==> config.mk <==
export PLATFORM = sky130hd
export DESIGN_NAME = flash_status_ctrl
export DESIGN_NICKNAME = d
export VERILOG_FILES = /design/src/rtl/fsr_pkg.sv /design/src/rtl/fsr_prot_decode.sv /design/src/rtl/fsr_gate.sv /design/src/rtl/fsr_regs.sv /design/src/rtl/flash_status_ctrl.sv
export SDC_FILE = /design/constraint.sdc
export NUM_CORES = 1
export LEC_CHECK = 0
export BUFFER_PORTS_ARGS = -buffer_cell sky130_fd_sc_hd__buf_4
export CORE_UTILIZATION = 39
export DETAILED_ROUTE_END_ITERATION = 10
export PLACE_DENSITY = 0.81
export SLEW_MARGIN = 25
export SYNTH_ARGS = -nofsm -noshare
export SYNTH_HDL_FRONTEND = slang
export SYNTH_HIERARCHICAL = 1
export SYNTH_SLANG_ARGS = --single-unit
==> constraint.sdc <==
create_clock -name clk -period 3.8 [get_ports clk]
set_input_delay 0.38 -clock clk [delete_from_list [all_inputs] [get_ports clk]]
set_output_delay 0.38 -clock clk [all_outputs]
set_load 0.01 [all_outputs]
==> src/rtl/fsr_pkg.sv <==
`timescale 1ns/1ps
package fsr_pkg;

    localparam int unsigned STAT_W = 8;
    localparam logic [STAT_W-1:0] CFG_WR_MASK = 8'hBC;
    localparam int unsigned BIT_LOCK = 7;
    localparam int unsigned BIT_TB   = 5;
    localparam int unsigned BP_HI    = 4;
    localparam int unsigned BP_LO    = 2;
    localparam int unsigned PROT_STEPS = 7;

    typedef struct packed {
        logic wren;
        logic wrdi;
        logic wrsr;
        logic prog;
        logic serase;
        logic berase;
        logic cerase;
        logic rdsr;
        logic sleep;
        logic wake;
    } strobe_t;

    typedef enum logic [3:0] {
        OP_NONE, OP_WREN, OP_WRDI, OP_WRSR, OP_PROG, OP_SERASE,
        OP_BERASE, OP_CERASE, OP_RDSR, OP_SLEEP, OP_WAKE
    } op_e;

    typedef enum logic [2:0] {
        ACT_NONE, ACT_SET_WEL, ACT_CLR_WEL, ACT_LOAD_CFG,
        ACT_START, ACT_SLEEP, ACT_WAKE
    } act_e;

    function automatic op_e encode_op(input strobe_t s);
        op_e o;
        o = OP_NONE;
        if      (s.wake)   o = OP_WAKE;
        else if (s.sleep)  o = OP_SLEEP;
        else if (s.rdsr)   o = OP_RDSR;
        else if (s.wrdi)   o = OP_WRDI;
        else if (s.wren)   o = OP_WREN;
        else if (s.wrsr)   o = OP_WRSR;
        else if (s.cerase) o = OP_CERASE;
        else if (s.berase) o = OP_BERASE;
        else if (s.serase) o = OP_SERASE;
        else if (s.prog)   o = OP_PROG;
        return o;
    endfunction

    function automatic logic is_addressed(input op_e o);
        return (o == OP_PROG) || (o == OP_SERASE) || (o == OP_BERASE);
    endfunction

endpackage

==> src/rtl/fsr_prot_decode.sv <==
`timescale 1ns/1ps
module fsr_prot_decode
    import fsr_pkg::*;
#(
    parameter int unsigned ADDR_W = 16
) (
    input  logic [ADDR_W-1:0] addr,
    input  logic [2:0]        bp,
    input  logic              from_bottom,
    output logic              in_prot
);
    localparam int unsigned CW = ADDR_W + 1;
    localparam logic [CW-1:0] FULL = {1'b1, {ADDR_W{1'b0}}};

    logic [CW-1:0]         addr_x;
    logic [PROT_STEPS:1]   hit_top;
    logic [PROT_STEPS:1]   hit_bot;

    assign addr_x = {1'b0, addr};

    generate
        for (genvar k = 1; k <= PROT_STEPS; k++) begin : g_step
            localparam int unsigned SZ_LOG = ADDR_W - PROT_STEPS + k;
            localparam logic [CW-1:0] SZ = {{ADDR_W{1'b0}}, 1'b1} << SZ_LOG;
            localparam logic [CW-1:0] TOP_LO = FULL - SZ;
            assign hit_top[k] = (addr_x >= TOP_LO);
            assign hit_bot[k] = (addr_x < SZ);
        end
    endgenerate

    always_comb begin
        in_prot = 1'b0;
        for (int k = 1; k <= PROT_STEPS; k++) begin
            if (bp == 3'(k)) begin
                in_prot = from_bottom ? hit_bot[k] : hit_top[k];
            end
        end
    end

endmodule

==> src/rtl/fsr_gate.sv <==
`timescale 1ns/1ps
module fsr_gate
    import fsr_pkg::*;
(
    input  op_e   op,
    input  logic  sleeping,
    input  logic  busy,
    input  logic  wel,
    input  logic  lock,
    input  logic  bp_any,
    input  logic  wp_n,
    input  logic  in_prot,
    output act_e  act,
    output logic  accept,
    output logic  reject
);
    logic ok;
    act_e act_ok;

    always_comb begin
        ok     = 1'b0;
        act_ok = ACT_NONE;
        unique case (op)
            OP_WREN:   begin ok = 1'b1; act_ok = ACT_SET_WEL; end
            OP_WRDI:   begin ok = 1'b1; act_ok = ACT_CLR_WEL; end
            OP_RDSR:   begin ok = 1'b1; end
            OP_SLEEP:  begin ok = 1'b1; act_ok = ACT_SLEEP; end
            OP_WAKE:   begin ok = 1'b0; act_ok = ACT_WAKE; end
            OP_WRSR:   begin ok = wel && !(lock && !wp_n); act_ok = ACT_LOAD_CFG; end
            OP_CERASE: begin ok = wel && !bp_any; act_ok = ACT_START; end
            OP_PROG, OP_SERASE, OP_BERASE:
                       begin ok = wel && !in_prot; act_ok = ACT_START; end
            default:   begin ok = 1'b0; end
        endcase

        if (sleeping) begin
            ok = (op == OP_WAKE);
        end else if (busy) begin
            ok = (op == OP_RDSR);
        end
    end

    assign accept = (op != OP_NONE) && ok;
    assign reject = (op != OP_NONE) && !ok;
    assign act    = accept ? act_ok : ACT_NONE;

endmodule

==> src/rtl/fsr_regs.sv <==
`timescale 1ns/1ps
module fsr_regs
    import fsr_pkg::*;
(
    input  logic              clk,
    input  logic              rst,
    input  act_e              act,
    input  logic [STAT_W-1:0] wdata,
    input  logic              op_done,
    output logic [STAT_W-1:0] cfg_q,
    output logic              wel_q,
    output logic              busy_q,
    output logic              sleep_q
);
    always_ff @(posedge clk) begin
        if (rst) begin
            cfg_q   <= '0;
            wel_q   <= 1'b0;
            busy_q  <= 1'b0;
            sleep_q <= 1'b0;
        end else begin
            if (busy_q && op_done) begin
                busy_q <= 1'b0;
                wel_q  <= 1'b0;
            end
            unique case (act)
                ACT_SET_WEL:  wel_q <= 1'b1;
                ACT_CLR_WEL:  wel_q <= 1'b0;
                ACT_LOAD_CFG: begin
                    cfg_q  <= wdata & CFG_WR_MASK;
                    busy_q <= 1'b1;
                end
                ACT_START:    busy_q  <= 1'b1;
                ACT_SLEEP:    sleep_q <= 1'b1;
                ACT_WAKE:     sleep_q <= 1'b0;
                default:      ;
            endcase
        end
    end
endmodule

==> src/rtl/flash_status_ctrl.sv <==
`timescale 1ns/1ps
module flash_status_ctrl
    import fsr_pkg::*;
#(
    parameter int unsigned ADDR_W = 16
) (
    input  logic              clk,
    input  logic              rst,
    input  logic              cmd_wr_en,
    input  logic              cmd_wr_dis,
    input  logic              cmd_wr_stat,
    input  logic [7:0]        stat_wdata,
    input  logic              cmd_prog,
    input  logic              cmd_sec_erase,
    input  logic              cmd_blk_erase,
    input  logic              cmd_chip_erase,
    input  logic [ADDR_W-1:0] op_addr,
    input  logic              cmd_rd_stat,
    input  logic              cmd_sleep,
    input  logic              cmd_wake,
    input  logic              wp_n,
    input  logic              op_done,
    output logic [7:0]        status,
    output logic              busy,
    output logic              sleeping,
    output logic              cmd_accept,
    output logic              cmd_reject
);
    strobe_t           stb;
    op_e               op;
    act_e              act;
    logic [STAT_W-1:0] cfg_q;
    logic              wel_q, busy_q, sleep_q;
    logic              in_prot, gate_prot;

    assign stb = '{wren: cmd_wr_en, wrdi: cmd_wr_dis, wrsr: cmd_wr_stat,
                   prog: cmd_prog, serase: cmd_sec_erase, berase: cmd_blk_erase,
                   cerase: cmd_chip_erase, rdsr: cmd_rd_stat,
                   sleep: cmd_sleep, wake: cmd_wake};
    assign op = encode_op(stb);

    fsr_prot_decode #(.ADDR_W(ADDR_W)) u_prot (
        .addr        (op_addr),
        .bp          (cfg_q[BP_HI:BP_LO]),
        .from_bottom (cfg_q[BIT_TB]),
        .in_prot     (in_prot)
    );

    assign gate_prot = in_prot && is_addressed(op);

    fsr_gate u_gate (
        .op       (op),
        .sleeping (sleep_q),
        .busy     (busy_q),
        .wel      (wel_q),
        .lock     (cfg_q[BIT_LOCK]),
        .bp_any   (|cfg_q[BP_HI:BP_LO]),
        .wp_n     (wp_n),
        .in_prot  (gate_prot),
        .act      (act),
        .accept   (cmd_accept),
        .reject   (cmd_reject)
    );

    fsr_regs u_regs (
        .clk     (clk),
        .rst     (rst),
        .act     (act),
        .wdata   (stat_wdata),
        .op_done (op_done),
        .cfg_q   (cfg_q),
        .wel_q   (wel_q),
        .busy_q  (busy_q),
        .sleep_q (sleep_q)
    );

    assign status   = cfg_q | {6'b0, wel_q, busy_q};
    assign busy     = busy_q;
    assign sleeping = sleep_q;

endmodule

Word level (Yosys, flattened, before mapping)
Cells that the tools add are included.

Order comparisons: 14. Equal/unequal tests: 23. Multiplexer cells: 33. Bitwise operators: 1. Reductions and logical operators: 24.

Operators with widths (number): 16-bit >= comparator, second input constant (6); 3-bit 2-to-1 mux (8); 3-bit equality test, second input constant (7); 1-bit 2-to-1 mux (18); 3-bit one-hot mux with 6 select lines (1); 16-bit by 17-bit < comparator with 1-bit output, second input constant (1); 4-bit by 3-bit equality test with 1-bit output, second input constant (4); 16-bit by 1-bit >= comparator with 1-bit output, second input constant (1); 16-bit by 11-bit < comparator with 1-bit output, second input constant (1); 16-bit by 12-bit < comparator with 1-bit output, second input constant (1); 16-bit by 13-bit < comparator with 1-bit output, second input constant (1); 16-bit by 14-bit < comparator with 1-bit output, second input constant (1); 16-bit by 15-bit < comparator with 1-bit output, second input constant (1); 16-bit < comparator, second input constant (1); 3-bit by 2-bit equality test with 1-bit output, second input constant (4); 4-bit equality test, second input constant (3); 4-bit 2-to-1 mux (3); 4-bit by 2-bit equality test with 1-bit output, second input constant (2); 1-bit logical AND (8); 8-bit by 2-bit bitwise OR with 8-bit output (1); 4-bit OR reduction (2); 3-bit by 1-bit equality test with 1-bit output, second input constant (2); 3-bit OR reduction (2); 1-bit logical NOT (5); 8 further kinds (11).

Register bits: 8. Input port bits: 38. Output and inout port bits: 12. Word-level logic and storage cells: 99.

Depth between registers and ports, before layout
Gate-level depths: netlist of the first run.

Depth in word-level cells: 24. Gate-level depth with buffers: 14. Depth with buffers taken out: 14.

Cells and area by module
The synthesis of the first run kept the hierarchy.

Modules (own cells, without submodules): fsr_regs (times used 1, cells an instance 38, area each 351.6 um^2, seq. area each 160.2 um^2); fsr_gate (times used 1, cells an instance 30, area each 231.5 um^2, seq. area each 0.0 um^2); flash_status_ctrl (times used 1, cells an instance 19, area each 120.1 um^2, seq. area each 0.0 um^2); fsr_prot_decode (times used 1, cells an instance 17, area each 108.9 um^2, seq. area each 0.0 um^2).

Least setup slack after synthesis of the first run
Ideal clock, no wire load.

Path type: input to register. From: in cmd_sleep. To: reg u_regs.cfg_q[2]. Setup time: 0.124 ns. Arrival time: 3.203 ns. Required time: 3.676 ns. Slack: 0.473 ns. Cell stages on the path: 12. Buffers on the path: 1. Cell sequence: or3_4 -> or4_4 -> nor2_1 -> buf_6 -> nand3b_1 -> a311o_1 -> a311oi_2 -> a21oi_2 -> a2111oi_2 -> nand3b_4 -> mux2i_1 -> nor2_1.

Cells in the longest elaborated chain, start to end: 14. Elaborated cells on any way between the ends: 28. Classes of those cells: eq/ne: 11; mux: 7; reduce/logical: 10.

RTL lines: start: declaration (RTL line flash_status_ctrl.sv:19) `input logic cmd_sleep,`; 4-bit 2-to-1 mux * (RTL line fsr_pkg.sv:39) `else if (s.sleep) o = OP_SLEEP;`; 4-bit 2-to-1 mux * (RTL line fsr_pkg.sv:38) `if (s.wake) o = OP_WAKE;`; net op[2] (RTL line flash_status_ctrl.sv:30) `op_e op;`; 4-bit by 3-bit equality test with 1-bit output (RTL line fsr_pkg.sv:52, fsr_gate.sv:23); 1-bit logical OR (2 in a row) (RTL line fsr_pkg.sv:52) `return (o == OP_PROG) || (o == OP_SERASE) || (o == OP_BERASE);`; 1-bit logical AND (RTL line flash_status_ctrl.sv:49) `assign gate_prot = in_prot && is_addressed(op);`; 1-bit logical NOT (RTL line fsr_gate.sv:32) `begin ok = wel && !in_prot; act_ok = ACT_START; end`; 1-bit logical AND (RTL line fsr_gate.sv:32); 1-bit one-hot mux with 4 select lines (RTL line fsr_gate.sv:23) `unique case (op)`; 1-bit 2-to-1 mux (RTL line fsr_gate.sv:38) `end else if (busy) begin`; 1-bit 2-to-1 mux (RTL line fsr_gate.sv:36) `if (sleeping) begin`; 1-bit logical AND (RTL line fsr_gate.sv:43) `assign accept = (op != OP_NONE) && ok;`; 3-bit 2-to-1 mux * (RTL line fsr_gate.sv:45) `assign act = accept ? act_ok : ACT_NONE;`; net act[1] (RTL line flash_status_ctrl.sv:31) `act_e act;`; 3-bit by 2-bit equality test with 1-bit output * (RTL line fsr_regs.sv:26) `unique case (act)`; end signal: assignment (RTL line fsr_regs.sv:30) `cfg_q <= wdata & CFG_WR_MASK;`; end: declaration (RTL line fsr_regs.sv:10) `output logic [STAT_W-1:0] cfg_q,`.

The timed path passes the listed nets; every way through them passes the cells marked *. A chain may end at the register's enable or synchronous reset.

Worst setup path after layout of the first run
From: reg u_regs.cfg_q[2]. To: reg u_regs.cfg_q[2].

Cells in the longest elaborated chain, start to end: 17. Elaborated cells on any way between the ends: 26. Classes of those cells: eq/ne: 8; mux: 11; reduce/logical: 7.

RTL lines: 3-bit by 1-bit equality test with 1-bit output (RTL line fsr_prot_decode.sv:34) `if (bp == 3'(k)) begin`; 1-bit 2-to-1 mux (6 in a row) (RTL line fsr_prot_decode.sv:34); 1-bit 2-to-1 mux * (RTL line fsr_prot_decode.sv:34); net in_prot (RTL line flash_status_ctrl.sv:34) `logic in_prot, gate_prot;`; 1-bit logical AND * (RTL line flash_status_ctrl.sv:49); net gate_prot (RTL line flash_status_ctrl.sv:34); 1-bit logical NOT * (RTL line fsr_gate.sv:32); 1-bit logical AND * (RTL line fsr_gate.sv:32); 1-bit one-hot mux with 4 select lines * (RTL line fsr_gate.sv:23); 1-bit 2-to-1 mux * (RTL line fsr_gate.sv:38); 1-bit 2-to-1 mux * (RTL line fsr_gate.sv:36); 1-bit logical AND * (RTL line fsr_gate.sv:43); 3-bit 2-to-1 mux * (RTL line fsr_gate.sv:45); net act[1] (RTL line flash_status_ctrl.sv:31); 3-bit by 2-bit equality test with 1-bit output * (RTL line fsr_regs.sv:26).

Marked as above.

==> results by group, run 1 <==
STA
  – Worst Clk Skew: 0.00748 ns
  – Final total negative setup slack: 0 ns
  – Min Clock Period, post-route: 3.29 ns
  – Slew at the pin with the worst max-slew slack: 0.670 ns
  – Unrepaired setup endpoints after global routing: no
  – Slew headroom: 55.3%
  – Period Utilization, post-route: 86.7%
  – Final hold violation count: 0
  – Final slew viol count: 0
  – Final setup vio count: 0
  – Timing-limited maximum frequency: 304 MHz

Logic synthesis
  – Flip-flop and latch count after synthesis: 8
  – Cell type with the highest aggregate area in the netlist: sky130_fd_sc_hd__dfxtp_1
  – Number of enable-type register cells in the synthesized netlist: 0
  – Synthesis Warnings: 6
  – Post-synthesis average cell area: 7.81 um2
  – Cell with the most instances after synthesis: sky130_fd_sc_hd__nor2_1
  – Largest cells by area after synthesis: sky130_fd_sc_hd__dfxtp_1, sky130_fd_sc_hd__mux2i_1, sky130_fd_sc_hd__nor2_1, sky130_fd_sc_hd__o21ai_0, sky130_fd_sc_hd__buf_4
  – Asr flop ratio synth: 0%
  – Yosys top cell area share: 19.7%
  – Synth Cell Area: 812 um2
  – Top flip-flop cell by instance count after synthesis: sky130_fd_sc_hd__dfxtp_1
  – Count of cell types in the netlist: 44
  – Post-synthesis cell count: 104
  – Proportion of synthesized chip area in sequential cells: 19.7%
  – Most frequent cells after synthesis: sky130_fd_sc_hd__nor2_1, sky130_fd_sc_hd__dfxtp_1, sky130_fd_sc_hd__o21ai_0

Clock network
  – Clock-pin slew on the worst setup and hold paths: 0.06 ns
  – CTS Sinks: 8
  – CTS resizes: 0
  – Post-CTS Hold Fix Bufs: 0
  – Maximum level of the CTS H-tree: 1
  – Total clock buffers created by CTS: 3
  – Insertion delay to the later sink of the worst-skew pair: 0.25 ns
  – CTS root buf: sky130_fd_sc_hd__clkbuf_4
  – CTS tree: yes
  – Number of buffers between clock root and the deepest sink: 2
  – Post-CTS setup buffer count: 0

Setup path
  – Biggest fanout along the worst timing path: 10
  – Required time of the critical path: 3.94 ns
  – Count of cells along the worst register-to-register path: 15
  – Endpoint kind of the worst setup timing path: flop
  – Setup CP Type: flop to flop
  – Arrival time at the worst endpoint: 3.44 ns
  – Critical path launch point type: flop

Placement
  – Gp weighted congestion: 0.730
  – Detailed placer's ending HPWL: 1.49 mm
  – Quantity of I/O buffers inserted on ports: 35
  – Placed instance count: 162

Status
  – Result of the run: completed

Die
  – Core Region: 1960 um2
  – Boundary Pins: 50
  – DIE HEIGHT: 47.6 um
  – Total Die Area: 2270 um2
  – Floorplan row count: 16
  – Initial core utilization: 41.4%
  – Horiz. Die Dim: 47.6 um

Min path
  – Worst Hold Path Cells: 2
  – Path class of the lowest-slack min-delay path: input port to flop

Layout
  – Syn-to-layout area delta: 34.2%
  – Fraction of final layout cells with drive strength greater than 1: 37.0%
  – Post-layout nets: 178
  – Count of placed standard cells in the final layout, fillers left out: 165
  – Antenna Cells: 0

Power
  – Static leakage power: 0.528 nW
  – Max IR drop VDD: 0.0997 mV
  – P per Cell Area: 192 nW/um2

Detailed routing
  – DRC errors left: 0
  – Drt first-iter violations: 18
  – Wirelength, routed: 1.92 mm
  – Via count: 874
  – Total iterations of the first detailed-routing run: 4
  – Antenna violation net count after detailed routing: 0
  – Average wire length per cell after detail routing: 11.6 um
  – Post-DR vias/cell: 5.30

Global routing
  – Overflow after GRT: 0
  – Overall global routing resource usage: 15.2%
  – First-pass GRT wire length: 2.55 mm
  – Antenna violations before repair: 0
  – Maximum number of pins on one net before global-route repair: 12
  – Via count of the first global-routing pass: 649

Flow run
  – Max-Cap Viols: 0
flip-flops by register name, indices dropped and copies added, names as in the netlist:
name	count
u_regs/busy_q	1
u_regs/wel_q	1
u_regs/sleep_q	1
u_regs/cfg_q	5
area by class of cell:
class | instances | area (um2)
clock buffers | 3 | 22.5
well taps | 27 | 33.8
multi-input cells | 86 | 581
flip-flops and latches | 8 | 160
fillers | 195 | 872
inverters | 4 | 15.0
repair buffers | 37 | 278
power breakdown:
group          switching (mW)  total (mW)  internal, mW
Sequential           0.000619      0.0851        0.0844
Clock                  0.0274      0.0635        0.0360
Combinational          0.0270      0.0607        0.0336
Total                  0.0551       0.209         0.154
path summary, 6_finish.rpt:
kind,start,to,slack (ns)
max,u_regs/cfg_q[2],u_regs/cfg_q[2],0.51
min reg2reg,u_regs/busy_q,u_regs/busy_q,0.55
max reg2reg,u_regs/cfg_q[2],u_regs/cfg_q[2],0.51
min,rst,u_regs/busy_q,0.36
worst max-delay path, stage by stage (launching register included):
cell	delay (ns)
sky130_fd_sc_hd__dfxtp_1	0.40
sky130_fd_sc_hd__o21a_1	0.20
sky130_fd_sc_hd__o21ai_0	0.16
sky130_fd_sc_hd__o21ai_0	0.14
sky130_fd_sc_hd__a32o_2	0.28
sky130_fd_sc_hd__o21ai_0	0.07
sky130_fd_sc_hd__nor3_1	0.06
sky130_fd_sc_hd__a21boi_0	0.13
sky130_fd_sc_hd__a311o_1	0.36
sky130_fd_sc_hd__a311oi_2	0.42
sky130_fd_sc_hd__a21oi_2	0.06
sky130_fd_sc_hd__a2111oi_2	0.33
sky130_fd_sc_hd__buf_4	0.19
sky130_fd_sc_hd__nand3b_4	0.14
sky130_fd_sc_hd__mux2i_1	0.18
sky130_fd_sc_hd__nor2_1	0.06
stage by stage:
step	power (mW)	hold slack [ns]	instance area, um2	util (%)	setup WS [ns]
finish	0.209	0.358	1090	55.5	0.507
global route	0.221	0.361	1090	55.5	0.247
CTS	0.211	0.352	1090	55.5	0.478
detailed placement	0.147	0.549	1070	54.4	0.356
global placement	0.145	0.504	1070	54.4	0.430
floorplan	0.119	0.524	820	-	0.473
layer usage:
layer  vias to the layer above  track usage (%)  routed length (um)
li1                        446                -                   -
met1                       405             20.8                 871
met2                        23             24.9                 977
met3                         0             1.89                  71
met4                         0             4.44                   0
met5                         -                0                   0
placed cells by master (no fill, tap or decap), types with 2 or more instances in the layout:
| cell type | Yosys | final |
|---|---|---|
| sky130_fd_sc_hd__buf_4 | 5 | 37 |
| sky130_fd_sc_hd__nor2_1 | 12 | 12 |
| sky130_fd_sc_hd__o21ai_0 | 8 | 8 |
| sky130_fd_sc_hd__dfxtp_1 | 8 | 8 |
| sky130_fd_sc_hd__a21oi_1 | 6 | 6 |
| sky130_fd_sc_hd__nand2_1 | 5 | 5 |
| sky130_fd_sc_hd__mux2i_1 | 5 | 5 |
| sky130_fd_sc_hd__inv_1 | 4 | 4 |
| sky130_fd_sc_hd__nand2b_1 | 4 | 4 |
| sky130_fd_sc_hd__nor2b_1 | 3 | 3 |
| sky130_fd_sc_hd__clkbuf_4 | 0 | 3 |
| sky130_fd_sc_hd__conb_1 | 1 | 3 |
| sky130_fd_sc_hd__nor3_1 | 2 | 2 |
| sky130_fd_sc_hd__o21bai_1 | 2 | 2 |
| sky130_fd_sc_hd__or2_2 | 2 | 2 |
| sky130_fd_sc_hd__or3_1 | 2 | 2 |
| sky130_fd_sc_hd__xnor2_1 | 2 | 2 |
| sky130_fd_sc_hd__nand3_1 | 2 | 2 |
| sky130_fd_sc_hd__a21boi_0 | 2 | 2 |
| sky130_fd_sc_hd__o21a_1 | 2 | 2 |
| sky130_fd_sc_hd__a31oi_1 | 2 | 2 |
kinds of logic (layout without fill, tap and decap cells):
kind of cell              after synthesis  count (layout)  share of synthesized area (%)
and+or+nand+nor                        42              42                           31.4
other                                   1               3                          0.462
xor gates and xnor gates                2               2                           2.16
buffers and inverters                  12              44                           9.71
muxes                                   5               5                           6.16
AOI/OAI and AO/OA                      34              34                           30.4
DFF                                     8               8                           19.7
Power figures use the tool's default switching activity.
==> inputs of run 2 (changes only) <==
BUFFER_PORTS_ARGS = default   (was -buffer_cell sky130_fd_sc_hd__buf_4)
DONT_BUFFER_PORTS = 1   (was default)
PLACE_DENSITY = 0.49   (was 0.81)
==> run 2 against run 1 <==
Against the previous run:
- core utilization down 13 points
- highest routed layer unchanged
- fmax down 0.25%
- clock skew down 0.0048 ns
- first-iteration DRC count down 72%
- cell area down 24%
- non-clock buffer count is 35 lower
- worst setup slack got worse by 0.0082 ns
==> results by group, run 2 (synthesis results as in run 1) <==
STA
  – Period Utilization, post-route: 86.9% (+0.21 points)
  – Slew headroom: 51.0% (-4.3 points)
  – Final hold violation count: 0 (unchanged)
  – Unrepaired setup endpoints after global routing: no
  – Worst Clk Skew: 0.00272 ns (-0.00476 ns)
  – Min Clock Period, post-route: 3.30 ns (+0.00815 ns)
  – Slew at the pin with the worst max-slew slack: 0.735 ns (+0.0649 ns)
  – Final setup vio count: 0 (unchanged)
  – Final setup slack of the worst path: 0.499 ns (-0.00815 ns)
  – Final total negative setup slack: 0 ns (unchanged)
  – Final slew viol count: 0 (unchanged)
  – Timing-limited maximum frequency: 303 MHz (-0.25%)

Setup path
  – Setup CP Type: flop to flop
  – Endpoint kind of the worst setup timing path: flop
  – Required time of the critical path: 3.94 ns (about the same)
  – Arrival time at the worst endpoint: 3.44 ns (about the same)
  – Critical path launch point type: flop
  – Biggest fanout along the worst timing path: 10 (unchanged)

Layout
  – Highest-count cells in the layout ignoring fill and taps: sky130_fd_sc_hd__nor2_1, sky130_fd_sc_hd__o21ai_0, sky130_fd_sc_hd__dfxtp_1
  – Post-layout nets: 143 (-20%)
  – Antenna Cells: 0 (unchanged)
  – Commonest non-fill, non-tap cell in the layout: sky130_fd_sc_hd__nor2_1
  – Most flops, register: u_regs/cfg_q
  – Max FFs per register: 5 (unchanged)
  – Count of placed standard cells in the final layout, fillers left out: 130 (-21%)
  – Syn-to-layout area delta: 1.85%
  – Fraction of final layout cells with drive strength greater than 1: 15.5% (-21 points)

Detailed routing
  – Wirelength, routed: 1.69 mm (-12%)
  – Post-DR vias/cell: 5.57 (+5.1%)
  – DRC errors left: 0 (unchanged)
  – Antenna violation net count after detailed routing: 0 (unchanged)
  – Drt first-iter violations: 5 (-13)
  – Total iterations of the first detailed-routing run: 3 (-1)
  – Via count: 724 (-17%)
  – Average wire length per cell after detail routing: 13.0 um (+12%)

Clock network
  – Clock-pin slew on the worst setup and hold paths: 0.05 ns (about the same)
  – CTS Sinks: 8 (unchanged)
  – CTS tree: yes
  – CTS root buf: sky130_fd_sc_hd__clkbuf_4
  – Insertion delay to the later sink of the worst-skew pair: 0.24 ns (about the same)
  – Number of buffers between clock root and the deepest sink: 2 (unchanged)
  – CTS resizes: 0 (unchanged)
  – Total clock buffers created by CTS: 3 (unchanged)
  – Maximum level of the CTS H-tree: 1 (unchanged)
  – Post-CTS setup buffer count: 0 (unchanged)
  – Post-CTS Hold Fix Bufs: 0 (unchanged)

Power
  – Max IR drop VDD: 0.139 mV (+39%)
  – P per Cell Area: 214 nW/um2 (+12%)
  – Static leakage power: 0.355 nW (-33%)

Die
  – DIE HEIGHT: 47.6 um (unchanged)
  – Total Die Area: 2270 um2 (unchanged)
  – Initial core utilization: 41.4% (unchanged)
  – Core Region: 1960 um2 (unchanged)
  – Horiz. Die Dim: 47.6 um (unchanged)
  – Floorplan row count: 16 (unchanged)
  – Boundary Pins: 50 (unchanged)

Flow run
  – Max-Cap Viols: 0 (unchanged)

Placement
  – Placed instance count: 127 (-22%)
  – Detailed placer's ending HPWL: 1.30 mm (-13%)
  – Place WS: 0.464 ns (+0.108 ns)
  – Quantity of I/O buffers inserted on ports: 0 (-100%)
  – Gp weighted congestion: 0.670 (-8.3%)

Global routing
  – Via count of the first global-routing pass: 590 (-9.1%)
  – Antenna violations before repair: 0 (unchanged)
  – Maximum number of pins on one net before global-route repair: 12 (unchanged)
  – Overall global routing resource usage: 14.7% (-0.48 points)
  – Overflow after GRT: 0 (unchanged)
  – First-pass GRT wire length: 2.35 mm (-7.9%)

Status
  – Result of the run: completed

Min path
  – Path class of the lowest-slack min-delay path: input port to flop
run 2: cell count changes in the layout (fill, tap and decap cells not counted):
cell	before	now
sky130_fd_sc_hd__buf_4	37	2
run 2: worst paths after layout:
kind / from / endpoint / slack [ns] / depth (start not counted)
hold reg to reg: u_regs/cfg_q[7] / u_regs/cfg_q[7] / 0.58 / 2
hold / removal: rst / u_regs/cfg_q[5] / 0.20 / 1
setup reg to reg: u_regs/cfg_q[2] / u_regs/cfg_q[2] / 0.50 / 15
setup / recovery: u_regs/cfg_q[2] / u_regs/cfg_q[2] / 0.50 / 15
run 2: layout make-up:
type / count / area [um2]
fill: 224 / 1130
multi-input combinational: 86 / 581
sequential: 8 / 160
tap: 27 / 33.8
clock buffer: 3 / 22.5
timing repair buffer: 2 / 15.0
inverter: 4 / 15.0
run 2: power by group:
part	switching, mW	internal, mW	leakage [nW]
clock network	0.0257	0.0359	0.0138
registers	0.000815	0.0845	0.0644
logic	0.0168	0.0137	0.277
run 2: metal layers:
metal / GRT usage, % / share of wire, % / up-vias
met5: 0 / 0 / -
met4: 5.00 / 0 / 0
met3: 2.26 / 6.3 / 0
met2: 23.3 / 46 / 21
met1: 20.3 / 47 / 326
li1: - / - / 377
run 2: stage by stage:
| stage | area, um2 | util [%] | power, mW | hold slack (ns) |
|---|---|---|---|---|
| after floorplan | 820 | - | 0.119 | 0.524 |
| after global placement | 805 | 41.0 | 0.117 | 0.453 |
| after detailed placement | 805 | 41.0 | 0.117 | 0.453 |
| after CTS | 827 | 42.2 | 0.183 | 0.184 |
| after global routing | 827 | 42.2 | 0.192 | 0.174 |
| final | 827 | 42.2 | 0.177 | 0.199 |
run 2: critical path, stage by stage, from the launching register on:
cell and delay [ns]:
sky130_fd_sc_hd__dfxtp_1 0.42, sky130_fd_sc_hd__o21a_1 0.22, sky130_fd_sc_hd__a31oi_1 0.15, sky130_fd_sc_hd__o21ai_0 0.11, sky130_fd_sc_hd__a32o_2 0.27, sky130_fd_sc_hd__o21ai_0 0.07
sky130_fd_sc_hd__nor3_1 0.06, sky130_fd_sc_hd__a21boi_0 0.13, sky130_fd_sc_hd__a311o_1 0.36, sky130_fd_sc_hd__a311oi_2 0.43, sky130_fd_sc_hd__a21oi_2 0.06, sky130_fd_sc_hd__a2111oi_2 0.34
sky130_fd_sc_hd__buf_4 0.20, sky130_fd_sc_hd__nand3b_4 0.14, sky130_fd_sc_hd__mux2i_1 0.18, sky130_fd_sc_hd__nor2_1 0.05
